File: config.mk
export PLATFORM = sky130hd
export DESIGN_NAME = prd_walker
export DESIGN_NICKNAME = d
export VERILOG_FILES = /design/src/rtl/prd_walk_pkg.sv /design/src/rtl/prd_chunk_clip.sv /design/src/rtl/prd_beat_hold.sv /design/src/rtl/prd_walker.sv
export SDC_FILE = /design/constraint.sdc
export NUM_CORES = 1
export LEC_CHECK = 0
export BUFFER_PORTS_ARGS = -buffer_cell sky130_fd_sc_hd__buf_2
export CAP_MARGIN = 20
export CORE_AREA = 4 4 147 149
export DETAILED_ROUTE_END_ITERATION = 8
export DIE_AREA = 0 0 151 153
export PLACE_DENSITY = 0.81
export RECOVER_POWER = 25
export SKIP_CTS_REPAIR_TIMING = 1
export SLEW_MARGIN = 20
export SYNTH_ARGS = -nofsm -noshare
export SYNTH_HDL_FRONTEND = slang
export SYNTH_SLANG_ARGS = --single-unit
File: constraint.sdc
create_clock -name clk -period 3.5 [get_ports clk]
set_input_delay 0.7 -clock clk [delete_from_list [all_inputs] [get_ports clk]]
set_output_delay 0.7 -clock clk [all_outputs]
set_load 0.01 [all_outputs]
File: src/rtl/prd_walk_pkg.sv
package prd_walk_pkg;

    typedef enum logic [2:0] {
        ST_IDLE,
        ST_GET_ADDR,
        ST_GET_SIZE,
        ST_BEAT_IN,
        ST_BEAT_OUT,
        ST_DONE
    } walk_state_t;

    localparam int ENTRY_STRIDE  = 16;
    localparam int SIZE_WORD_OFS = 12;

endpackage

File: src/rtl/prd_chunk_clip.sv
module prd_chunk_clip #(
    parameter int SIZE_W = 22,
    parameter int LEN_W  = 24,
    parameter int MEM_W  = 32
) (
    input  logic [MEM_W-1:0] size_word,
    input  logic [LEN_W-1:0] remain,
    output logic [LEN_W-1:0] chunk,
    output logic             empty
);
    localparam int CMP_W = (SIZE_W > LEN_W) ? SIZE_W : LEN_W;

    logic [CMP_W-1:0] sz_x;
    logic [CMP_W-1:0] rem_x;
    logic [CMP_W-1:0] pick;

    always_comb begin
        // only the low SIZE_W bits carry the region size
        sz_x  = CMP_W'(size_word[SIZE_W-1:0]);
        rem_x = CMP_W'(remain);
        pick  = (sz_x < rem_x) ? sz_x : rem_x;
        chunk = pick[LEN_W-1:0];
        empty = (pick == '0);
    end
endmodule

File: src/rtl/prd_beat_hold.sv
module prd_beat_hold #(
    parameter int BEAT_W = 8,
    parameter int MEM_W  = 32
) (
    input  logic              clk,
    input  logic              rst_n,
    input  logic              load,
    input  logic              from_mem,
    input  logic [BEAT_W-1:0] src_data,
    input  logic [MEM_W-1:0]  mem_rdata,
    output logic [BEAT_W-1:0] beat
);
    always_ff @(posedge clk or negedge rst_n) begin
        if (!rst_n) begin
            beat <= '0;
        end else if (load) begin
            beat <= from_mem ? mem_rdata[BEAT_W-1:0] : src_data;
        end
    end
endmodule

File: src/rtl/prd_walker.sv
module prd_walker
    import prd_walk_pkg::*;
#(
    parameter int ADDR_W = 32,
    parameter int LEN_W  = 24,
    parameter int CNT_W  = 16,
    parameter int SIZE_W = 22,
    parameter int BEAT_W = 8,
    parameter int MEM_W  = 32
) (
    input  logic              clk,
    input  logic              rst_n,
    input  logic              start,
    input  logic              dir_to_buf,
    input  logic [LEN_W-1:0]  xfer_len,
    input  logic [ADDR_W-1:0] tbl_base,
    input  logic [CNT_W-1:0]  tbl_entries,
    output logic              busy,
    output logic              done,
    output logic [LEN_W-1:0]  moved,
    output logic              mem_req,
    output logic              mem_we,
    output logic [ADDR_W-1:0] mem_addr,
    output logic [MEM_W-1:0]  mem_wdata,
    input  logic              mem_ack,
    input  logic [MEM_W-1:0]  mem_rdata,
    input  logic              src_valid,
    input  logic [BEAT_W-1:0] src_data,
    output logic              src_ready,
    output logic              snk_valid,
    output logic [BEAT_W-1:0] snk_data,
    input  logic              snk_ready
);
    localparam logic [ADDR_W-1:0] STRIDE  = ADDR_W'(ENTRY_STRIDE);
    localparam logic [ADDR_W-1:0] SZ_OFS  = ADDR_W'(SIZE_WORD_OFS);
    localparam logic [LEN_W-1:0]  LEN_ONE = LEN_W'(1);
    localparam logic [CNT_W-1:0]  CNT_ONE = CNT_W'(1);

    walk_state_t state, nxt;

    logic              dir_q;
    logic [LEN_W-1:0]  remain_q;
    logic [LEN_W-1:0]  req_len_q;
    logic [LEN_W-1:0]  chunk_q;
    logic [LEN_W-1:0]  moved_q;
    logic [ADDR_W-1:0] entry_ptr_q;
    logic [ADDR_W-1:0] cur_addr_q;
    logic [CNT_W-1:0]  ents_left_q;

    logic [LEN_W-1:0]  clip_chunk;
    logic              clip_empty;
    logic [BEAT_W-1:0] beat_q;
    logic              last_entry;
    logic              size_ack;
    logic              beat_take;
    logic              beat_fire;
    logic              entry_end;

    prd_chunk_clip #(.SIZE_W(SIZE_W), .LEN_W(LEN_W), .MEM_W(MEM_W)) u_clip (
        .size_word (mem_rdata),
        .remain    (remain_q),
        .chunk     (clip_chunk),
        .empty     (clip_empty)
    );

    prd_beat_hold #(.BEAT_W(BEAT_W), .MEM_W(MEM_W)) u_beat (
        .clk       (clk),
        .rst_n     (rst_n),
        .load      (beat_take),
        .from_mem  (dir_q),
        .src_data  (src_data),
        .mem_rdata (mem_rdata),
        .beat      (beat_q)
    );

    assign last_entry = (ents_left_q == CNT_ONE);
    assign size_ack   = (state == ST_GET_SIZE) && mem_ack;
    assign beat_take  = (state == ST_BEAT_IN) && (dir_q ? mem_ack : src_valid);
    assign beat_fire  = (state == ST_BEAT_OUT) && (dir_q ? snk_ready : mem_ack);
    assign entry_end  = (size_ack && clip_empty) || (beat_fire && chunk_q == LEN_ONE);

    // state register
    always_ff @(posedge clk or negedge rst_n) begin
        if (!rst_n) state <= ST_IDLE;
        else        state <= nxt;
    end

    // next-state logic
    always_comb begin
        nxt = state;
        unique case (state)
            ST_IDLE: begin
                if (start)
                    nxt = (xfer_len == '0 || tbl_entries == '0) ? ST_DONE : ST_GET_ADDR;
            end
            ST_GET_ADDR: begin
                if (mem_ack) nxt = ST_GET_SIZE;
            end
            ST_GET_SIZE: begin
                if (mem_ack) begin
                    if (clip_empty) nxt = last_entry ? ST_DONE : ST_GET_ADDR;
                    else            nxt = ST_BEAT_IN;
                end
            end
            ST_BEAT_IN: begin
                if (beat_take) nxt = ST_BEAT_OUT;
            end
            ST_BEAT_OUT: begin
                if (beat_fire) begin
                    if (remain_q == LEN_ONE)     nxt = ST_DONE;
                    else if (chunk_q == LEN_ONE) nxt = last_entry ? ST_DONE : ST_GET_ADDR;
                    else                         nxt = ST_BEAT_IN;
                end
            end
            ST_DONE: nxt = ST_IDLE;
            default: nxt = ST_IDLE;
        endcase
    end

    // walk datapath
    always_ff @(posedge clk or negedge rst_n) begin
        if (!rst_n) begin
            dir_q       <= 1'b0;
            remain_q    <= '0;
            req_len_q   <= '0;
            chunk_q     <= '0;
            moved_q     <= '0;
            entry_ptr_q <= '0;
            cur_addr_q  <= '0;
            ents_left_q <= '0;
        end else begin
            if (state == ST_IDLE && start) begin
                dir_q       <= dir_to_buf;
                remain_q    <= xfer_len;
                req_len_q   <= xfer_len;
                moved_q     <= '0;
                entry_ptr_q <= tbl_base;
                ents_left_q <= tbl_entries;
            end
            if (state == ST_GET_ADDR && mem_ack)
                cur_addr_q <= mem_rdata[ADDR_W-1:0];
            if (size_ack)
                chunk_q <= clip_chunk;
            if (beat_fire) begin
                cur_addr_q <= cur_addr_q + ADDR_W'(1);
                chunk_q    <= chunk_q - LEN_ONE;
                remain_q   <= remain_q - LEN_ONE;
                moved_q    <= moved_q + LEN_ONE;
            end
            if (entry_end) begin
                ents_left_q <= ents_left_q - CNT_ONE;
                entry_ptr_q <= entry_ptr_q + STRIDE;
            end
        end
    end

    // write data lane: byte in the low lane, zero above
    logic [MEM_W-1:0] wdata_w;
    generate
        if (MEM_W > BEAT_W) begin : g_pad
            assign wdata_w = {{(MEM_W-BEAT_W){1'b0}}, beat_q};
        end else begin : g_flat
            assign wdata_w = beat_q[MEM_W-1:0];
        end
    endgenerate

    // outputs
    always_comb begin
        mem_req   = 1'b0;
        mem_we    = 1'b0;
        mem_addr  = '0;
        mem_wdata = '0;
        src_ready = 1'b0;
        snk_valid = 1'b0;
        done      = 1'b0;
        unique case (state)
            ST_IDLE: ;
            ST_GET_ADDR: begin
                mem_req  = 1'b1;
                mem_addr = entry_ptr_q;
            end
            ST_GET_SIZE: begin
                mem_req  = 1'b1;
                mem_addr = entry_ptr_q + SZ_OFS;
            end
            ST_BEAT_IN: begin
                if (dir_q) begin
                    mem_req  = 1'b1;
                    mem_addr = cur_addr_q;
                end else begin
                    src_ready = 1'b1;
                end
            end
            ST_BEAT_OUT: begin
                if (dir_q) begin
                    snk_valid = 1'b1;
                end else begin
                    mem_req   = 1'b1;
                    mem_we    = 1'b1;
                    mem_addr  = cur_addr_q;
                    mem_wdata = wdata_w;
                end
            end
            ST_DONE: done = 1'b1;
            default: ;
        endcase
    end

    assign busy     = (state != ST_IDLE);
    assign moved    = moved_q;
    assign snk_data = beat_q;


    done_pulse_chk: assert property (@(posedge clk) disable iff (!rst_n)
        done |=> !done);


    req_hold_chk: assert property (@(posedge clk) disable iff (!rst_n)
        (mem_req && !mem_ack) |=> (mem_req && $stable(mem_addr) && $stable(mem_we) && $stable(mem_wdata)));


    moved_bound_chk: assert property (@(posedge clk) disable iff (!rst_n)
        busy |-> (moved <= req_len_q));


    dir_exclusive_chk: assert property (@(posedge clk) disable iff (!rst_n)
        !(src_ready && snk_valid));


    start_ignored_chk: assert property (@(posedge clk) disable iff (!rst_n)
        (busy && start) |=> $stable(req_len_q));


    moved_step_chk: assert property (@(posedge clk) disable iff (!rst_n)
        busy |=> (moved == $past(moved) || moved == $past(moved) + LEN_ONE));


    no_empty_beat_chk: assert property (@(posedge clk) disable iff (!rst_n)
        (state == ST_BEAT_IN) |-> (chunk_q != '0));
endmodule

==> Word level (Yosys, flattened, before mapping) <==
Cells that the tools add are included.
{ "op_classes": {"n_addsub": 7, "mul": 0, "div_mod_pow": 0, "n_lt_le_gt_ge": 1, "n_eq_ne": 13, "n_shift": 0, "n_mux": 39, "bitwise": 0, "n_reduce_logical": 20} }
{ "op_table": {"columns": ["cell", "n"], "rows": [
  ["2-to-1 mux 32 bit", 6],
  ["2-to-1 mux 24 bit", 7],
  ["case mux 32 bit (4 select lines)", 1],
  ["equality test 24 x 1 -> 1 bit, second input constant", 2],
  ["logical NOT 24 bit", 2],
  ["subtractor 24 x 1 -> 24 bit, second input constant", 2],
  ["adder 32 x 1 -> 32 bit, second input constant", 1],
  ["adder 32 x 4 -> 32 bit, second input constant", 1],
  ["adder 32 x 5 -> 32 bit, second input constant", 1],
  ["2-to-1 mux 16 bit", 2],
  ["2-to-1 mux 3 bit", 10],
  ["adder 24 x 1 -> 24 bit, second input constant", 1],
  ["less-than comparator 22 x 24 -> 1 bit", 1],
  ["2-to-1 mux 8 bit", 3],
  ["equality test 16 x 1 -> 1 bit, second input constant", 1],
  ["logical NOT 16 bit", 1],
  ["subtractor 16 x 1 -> 16 bit, second input constant", 1],
  ["case mux 3 bit (5 select lines)", 1],
  ["!= test 2 bit, second input constant", 5],
  ["2-to-1 mux 1 bit", 8],
  ["nonzero test 2 bit", 4],
  ["logical AND 1 bit", 7],
  ["equality test 3 x 2 -> 1 bit, second input constant", 2],
  ["equality test 3 bit, second input constant", 2],
  ["other kinds (7)", 8]
]} }
{ "totals": {"regBits": 164, "latchBits": 0, "mem_bits_rw": 0, "mem_bits_ro": 0, "input_bits": 119, "output_inout_bits": 102, "mem_count": 0} }

==> Longest topological paths before layout <==
{ "logic_depth": {"depth_word": 6, "ltp_mapped": 12, "depth_no_buf": 9} }

==> Modules after synthesis <==
Synthesis repeated with hierarchy kept, for this count alone.
{ "hier_totals": {"cells_unflattened": 1380, "area_unflattened_um2": 11268.3} }
{ "by_module_without_submodules": {"columns": ["module", "instances", "cells_per_inst", "area_per_inst_um2"], "rows": [
  ["prd_walker", 1, 1190, 9910.8],
  ["prd_chunk_clip", 1, 155, 973.4],
  ["prd_beat_hold", 1, 35, 384.1]
]} }

==> Least setup slack after synthesis <==
OpenSTA, ideal clock, no wires.
{ "synth_path": {"kind": "register to output", "from": "register entry_ptr_q[4]", "to": "output mem_addr[28]", "arrival_ns": 2.442, "t_required_ns": 2.800, "path_slack_ns": 0.358, "stages_incl_launch_ff": 11, "path_cell_list": "dfrtp_1 ha_1 nand3_1 nor3_1 and3_1 clkbuf_1 nand2_1 clkbuf_1 o31a_1 o21ai_0 nand2_1"} }
{ "synth_between": {"elab_chain_cells": 2} }
{ "synth_rtl": {"columns": ["element", "line", "text"], "rows": [
  ["from (decl)", "prd_walker.sv:46", "logic [ADDR_W-1:0] entry_ptr_q;"],
  ["from (signal assigned)", "prd_walker.sv:137", "entry_ptr_q <= tbl_base;"],
  ["from (signal assigned)", "prd_walker.sv:152", "entry_ptr_q <= entry_ptr_q + STRIDE;"],
  ["adder 32 x 4 -> 32 bit", "prd_walker.sv:184", "mem_addr = entry_ptr_q + SZ_OFS;"],
  ["case mux 32 bit (4 select lines)", "prd_walker.sv:176", "unique case (state)"],
  ["to (decl)", "prd_walker.sv:23", "output logic [ADDR_W-1:0] mem_addr,"]
]} }
No other way between the ends.

==> Worst setup path after layout <==
{ "layout_path": {"from": "register entry_ptr_q[10]", "to": "output mem_addr[31]"} }
The elaborated chain is that of the path after synthesis.

==> flow_summary.ini <==
[finish]
nNetsFinal = 1757
area.growth.synth_to_final_pct = 18.13
finalInstanceArea_um2 = 13480
drive_gt1_share_pct = 19.44
antennaDiodeCount = 0

[sta]
finClkSkew_ns = 0.009660
timing.hold.ws_ns = 0.4608
finalWorstSetupSlack_ns = 0.07687
finalSetupViolCount = 0
tightest_slew_ns = 2.791
max_freq_mhz = 292.1
maxSlewViolCount = 48
slew_headroom_pct = -86.10
layout_min_cycle_time_ns = 3.423
fin_crit_sh_pct = 97.80
finalHoldViolCount = 0

[global_routing]
grt.overflow.total = 0
track_usage_pct = 33.72
grt_pass1_wl_mm = 62.30
grt_max_degree = 61
antenna_found_initial = 0
grt_pass1_vias = 11640

[clock_tree]
cts_made_buffers = 17
tritoncts = yes
htree_num_levels = 4
clk_path_buf_depth = 2
cts_sinks = 164
clock_latency_ns = 0.44
clkTransAtPathRegs_ns = 0.07
cts_root_buf = clkbuf_16

[logic_synthesis]
yosysSeqAreaShare_pct = 35.97
yosys.area.top_type_share_pct = 35.97
yosysWarnings = 0
syn_area_um2 = 11410
avgSynthCellArea_um2 = 8.041
synth-seq-cells = 164
synth_cell_type_count = 67
async_flop_share_pct = 100.0
synth_cells = 1419
synth.largest_area_cell = dfrtp_1
synth_edf_count = 0
synthTopCellsByArea = dfrtp_1 36%, nand2_1 6.7%, o21ai_0 5.2%
ys.flop_type = dfrtp_1

[pwr]
ir_drop_v = 0.0004622
leakage_nw = 5.972
power_per_cell_area_nw_per_um2 = 793.0

[floorplanning]
std_cell_rows = 52
core_area_um2 = 20170
die_y_um = 153
num_io_pins = 221
die_w_um = 151
initial_core_util_pct = 56.57
design.die.area_um2 = 23100

[route]
routedWlPerCell_um = 21.16
ant_nets = 0
route.met2.wl_mm = 17.43
drc = 0
num_vias = 12530
route.layer.met1.wl_mm = 15.55
met3_length_mm = 5.204
drt-pass1-iter-count = 7
wl_mm = 39.98
drt-initial-drc-count = 1471
top_layer = met4
viasPerCell = 6.628

[worst_setup_path]
cp_max_fo = 8
criticalPathCategory = flip-flop to output pin
startpoint_type = flip-flop
crit_path_end_kind = output pin
crit_arrival_ns = 2.72
required_ns = 2.80
r2r_slack_ns = 0.31

[outcome]
status = finished, violations left
violations = capacitance limit, slew limit

[job]
max_cap_viol_count = 1

[place]
post-place-ws_ns = 0.08931
dp_hpwl_mm = 29.42
place_congestion = 0.9898
port_buffers = 196
place_area_um2 = 12810

[worst_hold_path]
min_path_type = primary input to flip-flop
cell usage after synthesis, types with 4 or more instances:
master	number
nand2_1	205
dfrtp_1	164
o21ai_0	118
nor2_1	101
nand3_1	95
clkbuf_1	64
a21oi_1	61
nor3_1	50
inv_1	46
mux2i_1	37
o211ai_1	36
nor4_1	34
a221o_1	33
and2_1	33
ha_1	31
nand4_1	26
buf_4	25
o311ai_0	21
and3_1	19
or3_1	15
a32oi_1	14
a211oi_1	11
and4_1	10
buf_1	10
nor2b_1	10
o221ai_1	10
o31ai_1	9
a31oi_1	8
mux2_2	8
o22ai_1	8
or2_2	8
a22oi_1	7
nand2b_1	7
a21o_1	6
o21a_1	6
or4_1	6
a21boi_0	5
a221oi_1	5
a311oi_1	5
o31a_1	5
a211o_1	4
a32o_1	4
buf_2	4
nor3b_1	4
power breakdown:
part,leakage [nW],internal (mW),switching [mW]
Sequential,2.03,2.66,1.16
Clock,0.293,1.12,0.812
Combinational,3.65,2.03,2.90
logic make-up after synthesis:
kind of cell | count (synthesis) | share of synthesized area (%)
fa+ha+maj | 31 | 3.399
mux | 46 | 4.134
simple gates | 631 | 26.87
xor+xnor | 2 | 0.1536
other cells | 1 | 0.03287
flops | 164 | 35.97
buf+inv | 149 | 5.768
compound gates | 395 | 23.68
routing by layer:
metal	global-route usage, %	up-vias
met1	46.97	5812
met3	8.913	138
met5	0	-
met2	49.83	921
met4	13.90	0
li1	-	5656
worst paths after layout:
path	from	to	depth (start not counted)
hold / removal	dir_to_buf	dir_q	3
setup / recovery	entry_ptr_q[10]	mem_addr[31]	8
hold reg to reg	moved[23]	moved[23]	1
min in group asynchronous	rst_n	chunk_q[11]	1
max in group asynchronous	rst_n	cur_addr_q[22]	2
setup reg to reg	remain_q[7]	entry_ptr_q[5]	10
per-stage QoR:
step                setup TNS (ns)  cells  util, %  power, mW
floorplan                        0   1442        -      6.696
global placement                 0   1858    63.54      8.329
detailed placement               0   1858    63.54      8.519
CTS                        -0.7181   1890    66.46      10.47
global route               -0.1117   1890    66.82      11.37
finish                           0   1890    66.82      10.69
sequential cells by signal (all words and copies together), names as in the netlist:
signal / flops
ents_left_q: 16
state: 3
remain_q: 24
dir_q: 1
u_beat.beat: 8
cur_addr_q: 32
moved: 24
entry_ptr_q: 32
chunk_q: 24
worst max-delay path, cell delays in order (launching register included):
cell and delay, ns:
dfrtp_1 0.48, nand2_1 0.25, nor4_4 0.33, nand4_1 0.19
or3_4 0.42, o21a_1 0.17, o21ai_0 0.13, o311ai_0 0.15
buf_2 0.17
layout make-up:
cell class	instances	area (µm²)
multi-input cells	1129	6827
repair buffers	249	1445
flip-flops and latches	164	4106
well taps	270	337.8
fillers	1708	6691
inverters	46	172.7
clock inverters	9	101.3
clock buffers	23	488.0
cells in the final DEF (no fill, tap or decap), drive strengths merged, types with 8 or more instances in the layout:
| cell type | n |
|---|---|
| a21oi | 61 |
| a32oi | 14 |
| nand3 | 95 |
| nor4 | 34 |
| mux2 | 9 |
| or2 | 9 |
| o21ai | 119 |
| a221o | 33 |
| o31ai | 9 |
| nand2 | 205 |
| conb | 24 |
| nand4 | 26 |
| buf | 247 |
| and2 | 34 |
| mux2i | 37 |
| nor2b | 10 |
| and3 | 19 |
| o311ai | 21 |
| nor3 | 50 |
| dfrtp | 164 |
| a31oi | 8 |
| o221ai | 10 |
| inv | 46 |
| nor2 | 101 |
| o211ai | 36 |
| clkbuf | 25 |
| ha | 31 |
| and4 | 10 |
| or3 | 17 |
| a211oi | 11 |
| o22ai | 8 |
Note: power is estimated with default switching activity, not from simulation.
